### src/rtl/dcb_pkg.sv
package dcb_pkg;

  typedef enum logic [1:0] {
    HB_OFF  = 2'd0,
    HB_LOW  = 2'd1,
    HB_HIGH = 2'd2
  } hb_e;

  typedef enum logic [1:0] {
    DK_DRIVE = 2'd0,
    DK_SLOW  = 2'd1,
    DK_FAST  = 2'd2,
    DK_IDLE  = 2'd3
  } decay_e;

  typedef struct packed {
    hb_e    a;
    hb_e    b;
    decay_e dk;
    logic   sr;
  } bridge_cmd_t;

  localparam bridge_cmd_t CMD_IDLE = '{a: HB_OFF, b: HB_OFF, dk: DK_IDLE, sr: 1'b0};

endpackage

### src/rtl/dcb_rst_sync.sv
module dcb_rst_sync #(
  parameter int STAGES = 2
) (
  input  logic clk,
  input  logic rst_n,
  output logic rst_sn
);
  logic [STAGES-1:0] chain_q;
  logic [STAGES-1:0] chain_n;

  always_comb begin
    chain_n = {chain_q[STAGES-2:0], 1'b1};
  end

  always_ff @(posedge clk or negedge rst_n) begin
    if (!rst_n) chain_q <= '0;
    else        chain_q <= chain_n;
  end

  assign rst_sn = chain_q[STAGES-1];
endmodule

### src/rtl/dcb_pattern.sv
module dcb_pattern
  import dcb_pkg::*;
(
  input  logic        dir_i,
  input  logic        enable_i,
  input  logic        slow_sel_i,
  input  logic        trip_i,
  output bridge_cmd_t cmd_o,
  output logic        fast_o
);
  logic recirc;

  always_comb begin
    recirc = !enable_i || trip_i;
    fast_o = 1'b0;
    if (!recirc) begin
      cmd_o.a  = dir_i ? HB_HIGH : HB_LOW;
      cmd_o.b  = dir_i ? HB_LOW  : HB_HIGH;
      cmd_o.dk = DK_DRIVE;
      cmd_o.sr = 1'b0;
    end else if (slow_sel_i) begin
      cmd_o.a  = HB_LOW;
      cmd_o.b  = HB_LOW;
      cmd_o.dk = DK_SLOW;
      cmd_o.sr = 1'b1;
    end else begin
      cmd_o.a  = dir_i ? HB_LOW  : HB_HIGH;
      cmd_o.b  = dir_i ? HB_HIGH : HB_LOW;
      cmd_o.dk = DK_FAST;
      cmd_o.sr = 1'b1;
      fast_o   = 1'b1;
    end
  end
endmodule

### src/rtl/dcb_fault_latch.sv
module dcb_fault_latch (
  input  logic clk,
  input  logic rst_sn,
  input  logic sleep_i,
  input  logic ocp_i,
  output logic fault_q_o,
  output logic fault_now_o
);
  logic fault_q;
  logic fault_n;
  logic fault_en;

  always_comb begin
    fault_en = sleep_i || (ocp_i && !fault_q);
    fault_n  = sleep_i ? 1'b0 : 1'b1;
  end

  always_ff @(posedge clk or negedge rst_sn) begin
    if (!rst_sn)       fault_q <= 1'b0;
    else if (fault_en) fault_q <= fault_n;
  end

  assign fault_q_o   = fault_q;
  assign fault_now_o = fault_q || (ocp_i && !sleep_i);
endmodule

### src/rtl/dcb_zero_guard.sv
module dcb_zero_guard #(
  parameter bit HOLD_FLOAT = 1'b1
) (
  input  logic clk,
  input  logic rst_sn,
  input  logic fast_i,
  input  logic zero_i,
  output logic float_o
);
  generate
    if (HOLD_FLOAT) begin : g_hold
      logic float_q;
      logic float_n;
      always_comb begin
        float_n = fast_i && (zero_i || float_q);
      end
      always_ff @(posedge clk or negedge rst_sn) begin
        if (!rst_sn) float_q <= 1'b0;
        else         float_q <= float_n;
      end
      assign float_o = float_n;
    end else begin : g_follow
      assign float_o = fast_i && zero_i;
    end
  endgenerate
endmodule

### src/rtl/dcb_bridge_ctrl.sv
module dcb_bridge_ctrl
  import dcb_pkg::*;
#(
  parameter bit HOLD_FLOAT  = 1'b1,
  parameter int SYNC_STAGES = 2
) (
  input  logic       clk,
  input  logic       rst_n,
  input  logic       dir_i,
  input  logic       enable_i,
  input  logic       slow_sel_i,
  input  logic       trip_i,
  input  logic       zero_i,
  input  logic       ocp_i,
  input  logic       sleep_i,
  input  logic       hold_fault_i,
  output logic [1:0] out_a_o,
  output logic [1:0] out_b_o,
  output logic [1:0] decay_o,
  output logic       sr_on_o
);
  logic        rst_sn;
  bridge_cmd_t pat_cmd;
  logic        pat_fast;
  logic        fault_lat;
  logic        fault_now;
  logic        gate_off;
  logic        fast_live;
  logic        floated;
  bridge_cmd_t cmd_n;
  bridge_cmd_t cmd_q;

  dcb_rst_sync #(.STAGES(SYNC_STAGES)) u_rst (
    .clk(clk), .rst_n(rst_n), .rst_sn(rst_sn)
  );

  dcb_pattern u_pat (
    .dir_i(dir_i), .enable_i(enable_i), .slow_sel_i(slow_sel_i),
    .trip_i(trip_i), .cmd_o(pat_cmd), .fast_o(pat_fast)
  );

  dcb_fault_latch u_fault (
    .clk(clk), .rst_sn(rst_sn), .sleep_i(sleep_i), .ocp_i(ocp_i),
    .fault_q_o(fault_lat), .fault_now_o(fault_now)
  );

  always_comb begin
    gate_off  = sleep_i || fault_now || hold_fault_i;
    fast_live = pat_fast && !gate_off;
  end

  dcb_zero_guard #(.HOLD_FLOAT(HOLD_FLOAT)) u_zero (
    .clk(clk), .rst_sn(rst_sn), .fast_i(fast_live), .zero_i(zero_i),
    .float_o(floated)
  );

  always_comb begin
    if (gate_off) begin
      cmd_n = CMD_IDLE;
    end else if (floated) begin
      cmd_n = '{a: HB_OFF, b: HB_OFF, dk: DK_FAST, sr: 1'b0};
    end else begin
      cmd_n = pat_cmd;
    end
  end

  always_ff @(posedge clk or negedge rst_sn) begin
    if (!rst_sn) cmd_q <= CMD_IDLE;
    else         cmd_q <= cmd_n;
  end

  assign out_a_o = cmd_q.a;
  assign out_b_o = cmd_q.b;
  assign decay_o = cmd_q.dk;
  assign sr_on_o = cmd_q.sr;
endmodule

### config.mk
export PLATFORM = sky130hd
export DESIGN_NAME = dcb_bridge_ctrl
export DESIGN_NICKNAME = d
export VERILOG_FILES = /design/src/rtl/dcb_pkg.sv /design/src/rtl/dcb_rst_sync.sv /design/src/rtl/dcb_pattern.sv /design/src/rtl/dcb_fault_latch.sv /design/src/rtl/dcb_zero_guard.sv /design/src/rtl/dcb_bridge_ctrl.sv
export SDC_FILE = /design/constraint.sdc
export NUM_CORES = 1
export LEC_CHECK = 0
export ABC_CLOCK_PERIOD_IN_PS = 2100
export BUFFER_PORTS_ARGS = -buffer_cell sky130_fd_sc_hd__buf_2
export CORE_AREA = 2 2 39 41
export CTS_BUF_LIST = sky130_fd_sc_hd__clkbuf_16
export DETAILED_ROUTE_END_ITERATION = 6
export DIE_AREA = 0 0 41 43
export HOLD_SLACK_MARGIN = 0.06
export PLACE_DENSITY_LB_ADDON = 0.1
export SLEW_MARGIN = 20
export SYNTH_ARGS = -nofsm -noshare
export SYNTH_HDL_FRONTEND = slang
export SYNTH_SLANG_ARGS = --single-unit
export TNS_END_PERCENT = 5
### constraint.sdc
create_clock -name clk -period 2.1 [get_ports clk]
set_input_delay 0.63 -clock clk [delete_from_list [all_inputs] [get_ports clk]]
set_output_delay 0.63 -clock clk [all_outputs]
set_load 0.1 [all_outputs]
# After elaboration in Yosys (flattened, before gate mapping)

Index checks and enable logic that the tools add are counted.

Logic and storage cells: 30
Output and inout port bits: 7
Bits of input ports: 10
Bits in registers: 11

Multiplexer cells: 9
Reduce and logical (&&, ||, !) cells: 14

Operators with widths:

| kind              | count |
|---|---|
| 2-to-1 mux 7 bit  | 4 |
| logical OR 1 bit  | 6 |
| logical AND 1 bit | 4 |
| logical NOT 1 bit | 4 |
| 2-to-1 mux 2 bit  | 2 |
| 2-to-1 mux 1 bit  | 3 |

# Depth between registers and ports, before layout

Gate-level depths: netlist of the first run.

Word-level depth: 10
Mapped depth: 3
Depth with buffers taken out: 3

# By module

From an unflattened synthesis of the first run, not the netlist that was laid out.

Cells, all modules: 40
Area total of the unflattened synthesis: 499.2 um^2

Modules (own cells, without submodules):

| module          | seq. area each (um^2) | cells an instance | times used | area each (um^2) |
|---|---|---|---|---|
| dcb_bridge_ctrl | 177.7                 | 18                | 1          | 256.5 |
| dcb_pattern     | 0.0                   | 12                | 1          | 112.6 |
| dcb_rst_sync    | 50.0                  | 3                 | 1          | 53.8 |
| dcb_fault_latch | 25.0                  | 5                 | 1          | 43.8 |
| dcb_zero_guard  | 25.0                  | 2                 | 1          | 32.5 |

# Worst setup path before layout of the first run

Ideal clock, no wire load.

Path kind: register -> output
Start point: reg cmd_q, in the netlist out_a_o[0]
End point: out out_a_o[0]
Required time: 1.470 ns
Buffers on the path: 0
Cell stages (with the launch flop): 1
Setup slack: 0.587 ns
Arrival time: 0.883 ns
Path through: dfrtp_1

RTL lines:

| element                | line                  | RTL |
|---|---|---|
| start, declared        | dcb_bridge_ctrl.sv:31 | `bridge_cmd_t cmd_q;` |
| start signal, assigned | dcb_bridge_ctrl.sv:69 | `else cmd_q <= cmd_n;` |
| end, declared          | dcb_bridge_ctrl.sv:17 | `output logic [1:0] out_a_o,` |

No word-level cell between the ends.

# Final worst setup path of the first run

Start point: reg cmd_q, in the netlist decay_o[1]
End point: out decay_o[1]

RTL lines:

| element       | line                  | RTL |
|---|---|---|
| end, declared | dcb_bridge_ctrl.sv:19 | `output logic [1:0] decay_o,` |

No word-level cell between the ends.

==> reports/results.ini, run 1 <==
[timing]
hold_viol_final = 0
maxSlewViolCount = 0
period_needed_ns = 1.79
fin_worst_skew_ns = 0.000966
setup_violations = 0
worst_slack_ns = 0.312
grt_setup_unrepaired = no
holdWs_ns = 0.146
fmax_mhz = 559
final.period_utilization_pct = 85.1
fin_tns_setup_ns = 0

[worst_setup_path]
worstSetupPathType = register to output port
cp-start-kind = register
critPathArrivalTime_ns = 1.16
worst-path-buf-inv = 1
slowest_stage = dfstp_2
crit_chain = buf_2
critPathMaxStageDelay_ns = 0.51
cp.required_ns = 1.47
cp_top_family = flip-flops
worst-path-max-fanout = 1
cp-end-kind = output port

[clock_network]
cts_setup_buffers = 0
cts.sinks = 11
cts_buffers = 3
root_buffer = clkbuf_16
cts_buffer_depth = 2
cts_htree_levels = 1
hold_buffers = 0
cts_tree = yes
post_cts_resized = 0
clkLatencyLatePin_ns = 0.24
clk_pin_slew_worst_paths_ns = 0.04

[grt]
globalRouteMet1Util_pct = 13.7
gr-usage-all-layers_pct = 11.9
antenna_found_initial = 0
first_global_vias = 346
grt_use_met2_pct = 18.1
grt.overflow.total = 0
grt_max_degree = 10
grt_pass1_wl_um = 1370
busiest_layer = met2
grt_util_met3_pct = 1.57

[final_layout]
drive_above_1_share_pct = 38.6
syn_to_final_growth_pct = 43.3
nets = 68
postLayoutCellArea_sq_um = 592
n_fill_cell = 132
diodes = 0

[routing]
drtIter0Drc = 5
vias = 342
wl_per_cell_um = 11.6
drt_wl_total_um = 845
antenna_left = 0
drc = 0
avgViaCountPerCell = 4.68
first_pass_iters = 4

[hold_path]
hold_class = register to asynchronous set/reset pin

[die]
num_io_pins = 17
initial_utilization_pct = 29.8
rows = 14
fp.dieArea_sq_um = 1760
die_h_um = 43
die_w_um = 41
core-area_sq_um = 1380

[logic_synthesis]
synth_nets = 47
yosys_warnings = 0
yosys-top-cells-count = dfrtp_1, nor2_1, nand2_1
synth_area_leader_cell = dfrtp_1
ys_seq_elements = 11
synth-edff-count = 0
synth_top_area_share_pct = 54.5
syn_avg_cell_area_sq_um = 11.2
syn_inst = 37
ys_async_sr_fraction_pct = 100
synthFlopType = dfrtp_1
synthDistinctLibCells = 16
yosysSeqAreaShare_pct = 67.3
netlist_area_sq_um = 413
yosys-top-cells-area = dfrtp_1, dfstp_2, nor2_1, nand2_1, nor4_1
yosysMostFrequentCell = dfrtp_1

[placed_design]
io_buffers = 16
dpl_worst_slack_ns = 0.473
gp_congestion = 0.846
hpwlAfterDp_um = 632
place_area_sq_um = 513

[power]
max-vdd-ir-drop_mv = 0.466
leakage_uw = 0.000294
p_total_uw = 620
power.density_nw_per_um2 = 1050

[status]
outcome = finished, final reports clean

[job]
max_cap_violations = 0

[path summary, 6_finish.rpt]
path	startpoint	to	slack (ns)	depth (start not counted)
hold reg to reg	u_rst.chain_q[1]	sr_on_o	0.15	0
setup reg to reg	u_zero.g_hold.float_q	out_a_o[1]	0.77	3
min in group clk	u_rst.chain_q[0]	u_rst.chain_q[1]	0.35	0
max in group asynchronous	u_rst.chain_q[1]	decay_o[0]	1.65	0
hold / removal	u_rst.chain_q[1]	sr_on_o	0.15	0
setup / recovery	decay_o[1]	decay_o[1]	0.31	1
[cell families after synthesis]
family	count (synthesis)	synth area share, %
AO/OA/AOI/OAI	6	9.39
flip-flops	11	67.3
other	1	0.908
AND/OR/NAND/NOR	19	22.4
[metrics by stage]
step                std cells  util, %
floorplan                  37        -
global placement           69     37.1
detailed placement         69     37.1
CTS                        73     42.8
global route               73     42.8
finish                     73     42.8
[state kept, by name, summed over array words and instances, names as in the netlist]
| register | flops |
|---|---|
| out_a_o | 2 |
| u_zero.g_hold.float_q | 1 |
| out_b_o | 2 |
| decay_o | 2 |
| u_fault.fault_q_o | 1 |
| u_rst.chain_q | 2 |
| sr_on_o | 1 |
[cells in the final DEF, fill, tap and decap left out, types with 2 or more instances in the layout]
cell type,n
nor2_1,7
dfstp_2,2
nand2_1,4
dfrtp_1,9
clkbuf_16,3
o21ai_0,2
nor4_1,2
buf_2,16
or3_1,2
[per-layer routing]
metal  part of all wire, %  vias up
li1                      -      167
met1                    42      154
met2                    47       18
met3                   7.7        3
met4                   2.7        0
met5                     0        -
[report_power, final]
| part | internal (uW) | switching (uW) |
|---|---|---|
| sequential | 220 | 4.89 |
| clock | 249 | 88.9 |
| combinational | 14.7 | 41.9 |
| total | 484 | 136 |
[cell type report]
| cell class | count | area (sq um) | share of cell area, % |
|---|---|---|---|
| flip-flops and latches | 11 | 278 | 46.9 |
| clock inverters | 1 | 3.75 | 0.634 |
| repair buffers | 16 | 80.1 | 13.5 |
| clock buffers | 3 | 75.1 | 12.7 |
| multi-input cells | 26 | 135 | 22.8 |
| well taps | 16 | 20.0 | 3.38 |
Note: power is estimated with default switching activity, not from simulation.
==> inputs of run 2 (changes only) <==
CORE_AREA = default   (was 2 2 39 41)
CORE_UTILIZATION = 30   (was default)
DIE_AREA = default   (was 0 0 41 43)
==> run 2 against run 1 <==
Sequential power about the same. Total power about the same. Worst setup slack improved by 0.0015 ns. Sequential share of layout area increased by 0.10 points. Core utilization increased by 3.2 points. First-iteration DRC count decreased by 20%. Design area decreased by 0.21%. Final cell count decreased by 1.4%.
==> reports/results.ini, run 2 (same netlist as run 1, synthesis figures left out) <==
[status]
outcome = finished, final reports clean  ; unchanged

[grt]
grt_pass1_wl_um = 1350  ; was 1370 um
grt.overflow.total = 0  ; unchanged
gr-usage-all-layers_pct = 14.8  ; was 11.9%
antenna_found_initial = 0  ; unchanged
busiest_layer = met2  ; unchanged
globalRouteMet1Util_pct = 12.0  ; was 13.7%
grt_util_met3_pct = 8.67  ; was 1.57%
grt_max_degree = 10  ; unchanged
first_global_vias = 361  ; was 346
grt_use_met2_pct = 24.6  ; was 18.1%

[clock_network]
cts_htree_levels = 1  ; unchanged
cts_tree = yes  ; unchanged
clkLatencyLatePin_ns = 0.24  ; about the same
post_cts_resized = 0  ; unchanged
hold_buffers = 0  ; unchanged
cts_setup_buffers = 0  ; unchanged
root_buffer = clkbuf_16  ; unchanged
cts_buffer_depth = 2  ; unchanged
cts_buffers = 3  ; unchanged
cts.sinks = 11  ; unchanged
clk_pin_slew_worst_paths_ns = 0.04  ; about the same

[final_layout]
final_common_cell = buf_2  ; unchanged
drive_above_1_share_pct = 38.6  ; unchanged
syn_to_final_growth_pct = 43.0  ; was 43.3%
fin_cells = 72  ; was 73
layout_common_cells = buf_2, dfrtp_1, nor2_1  ; unchanged
diodes = 0  ; unchanged
postLayoutCellArea_sq_um = 591  ; was 592 sq um
nets = 68  ; unchanged

[power]
power.density_nw_per_um2 = 1050  ; about the same
pwr-share-seq_pct = 36.3  ; about the same
pwr-share-comb_pct = 9.0  ; was 9.1%
max-vdd-ir-drop_mv = 0.635  ; was 0.466 mV
p_switching_uw = 136  ; about the same
clkPwrFrac_pct = 54.7  ; was 54.5%
intPower_uw = 484  ; about the same
leakage_uw = 0.000294  ; unchanged
netSwitchingFraction_pct = 21.9  ; about the same

[hold_path]
hold_class = register to asynchronous set/reset pin  ; unchanged

[worst_setup_path]
cp-start-kind = register  ; unchanged
worstSetupPathType = register to output port  ; unchanged
cp-end-kind = output port  ; unchanged
critPathArrivalTime_ns = 1.16  ; about the same
slowest_stage = dfstp_2  ; unchanged
cp.required_ns = 1.47  ; about the same
worst-path-max-fanout = 1  ; unchanged
cp_top_family = flip-flops  ; unchanged
critPathMaxStageDelay_ns = 0.51  ; about the same
crit_chain = buf_2  ; unchanged
worst-path-buf-inv = 1  ; unchanged

[timing]
hold_viol_final = 0  ; unchanged
period_needed_ns = 1.79  ; about the same
grt_setup_unrepaired = no  ; unchanged
fmax_mhz = 560  ; was 559 MHz
holdWs_ns = 0.130  ; was 0.146 ns
maxSlewViolCount = 0  ; unchanged
final.period_utilization_pct = 85.1  ; about the same
setup_violations = 0  ; unchanged
fin_tns_setup_ns = 0  ; unchanged
fin_worst_skew_ns = 0.00333  ; was 0.000966 ns

[routing]
antenna_left = 0  ; unchanged
vias = 359  ; was 342
drt_wl_total_um = 790  ; was 845 um
avgViaCountPerCell = 4.99  ; was 4.68
wl_per_cell_um = 11.0  ; was 11.6 um
first_pass_iters = 4  ; unchanged
drtIter0Drc = 4  ; was 5
drc = 0  ; unchanged

[placed_design]
io_buffers = 16  ; unchanged
gp_congestion = 0.851  ; was 0.846
hpwlAfterDp_um = 604  ; was 632 um
place_area_sq_um = 512  ; was 513 sq um
dp_cells = 68  ; was 69

[die]
num_io_pins = 17  ; unchanged
rows = 13  ; was 14
fp.dieArea_sq_um = 1530  ; was 1760 sq um
core-area_sq_um = 1280  ; was 1380 sq um
die_h_um = 39.1  ; was 43 um
initial_utilization_pct = 32.1  ; was 29.8%
die_w_um = 39.1  ; was 41 um

[job]
max_cap_violations = 0  ; unchanged

==> run 2: layout make-up <==
cell class / instances / area (sq um)
fillers: 123 / 694
clock inverters: 1 / 3.75
multi-input cells: 26 / 135
clock buffers: 3 / 75.1
repair buffers: 16 / 80.1
flip-flops and latches: 11 / 278
well taps: 15 / 18.8
==> run 2: path summary, 6_finish.rpt <==
path / start / to / slack [ns] / cells past startpoint
worst max-delay path: decay_o[0] / decay_o[0] / 0.31 / 1
worst min-delay path: u_rst.chain_q[1] / u_zero.g_hold.float_q / 0.13 / 0
worst max register to register: u_zero.g_hold.float_q / out_a_o[1] / 0.78 / 3
worst min register to register: u_rst.chain_q[1] / u_zero.g_hold.float_q / 0.13 / 0
max in group asynchronous: u_rst.chain_q[1] / decay_o[1] / 1.67 / 0
min in group clk: u_rst.chain_q[0] / u_rst.chain_q[1] / 0.35 / 0
==> run 2: layer usage <==
layer / vias up / wire length, um
li1: 169 / -
met1: 171 / 301
met2: 17 / 409
met3: 2 / 71
met4: 0 / 7
met5: - / 0
==> run 2: worst reg2reg max path, delay by kind of cell (launching register included) <==
family	cells	cell delay, ns
AO/OA/AOI/OAI	1	0.15
AND/OR/NAND/NOR	2	0.71
flip-flops	1	0.38
==> run 2: through the flow <==
step | worst slack, ns | power (uW) | util, %
2_1_floorplan | 0.587 | 265 | -
3_3_place_gp | 0.501 | 283 | 39.8
3_5_place_dp | 0.452 | 284 | 39.8
4_1_cts | 0.308 | 627 | 46.0
5_1_grt | 0.290 | 651 | 46.0
6_report | 0.314 | 620 | 46.0
==> run 2: power groups by stage <==
| stage | clock [uW] | sequential (uW) | combinational [uW] |
|---|---|---|---|
| 2_1_floorplan | 0 | 251 | 14.0 |
| 3_3_place_gp | 0 | 228 | 54.8 |
| 3_5_place_dp | 0 | 228 | 55.9 |
| 4_1_cts | 345 | 225 | 56.2 |
| 5_1_grt | 365 | 226 | 60.5 |
| 6_report | 339 | 225 | 56.0 |
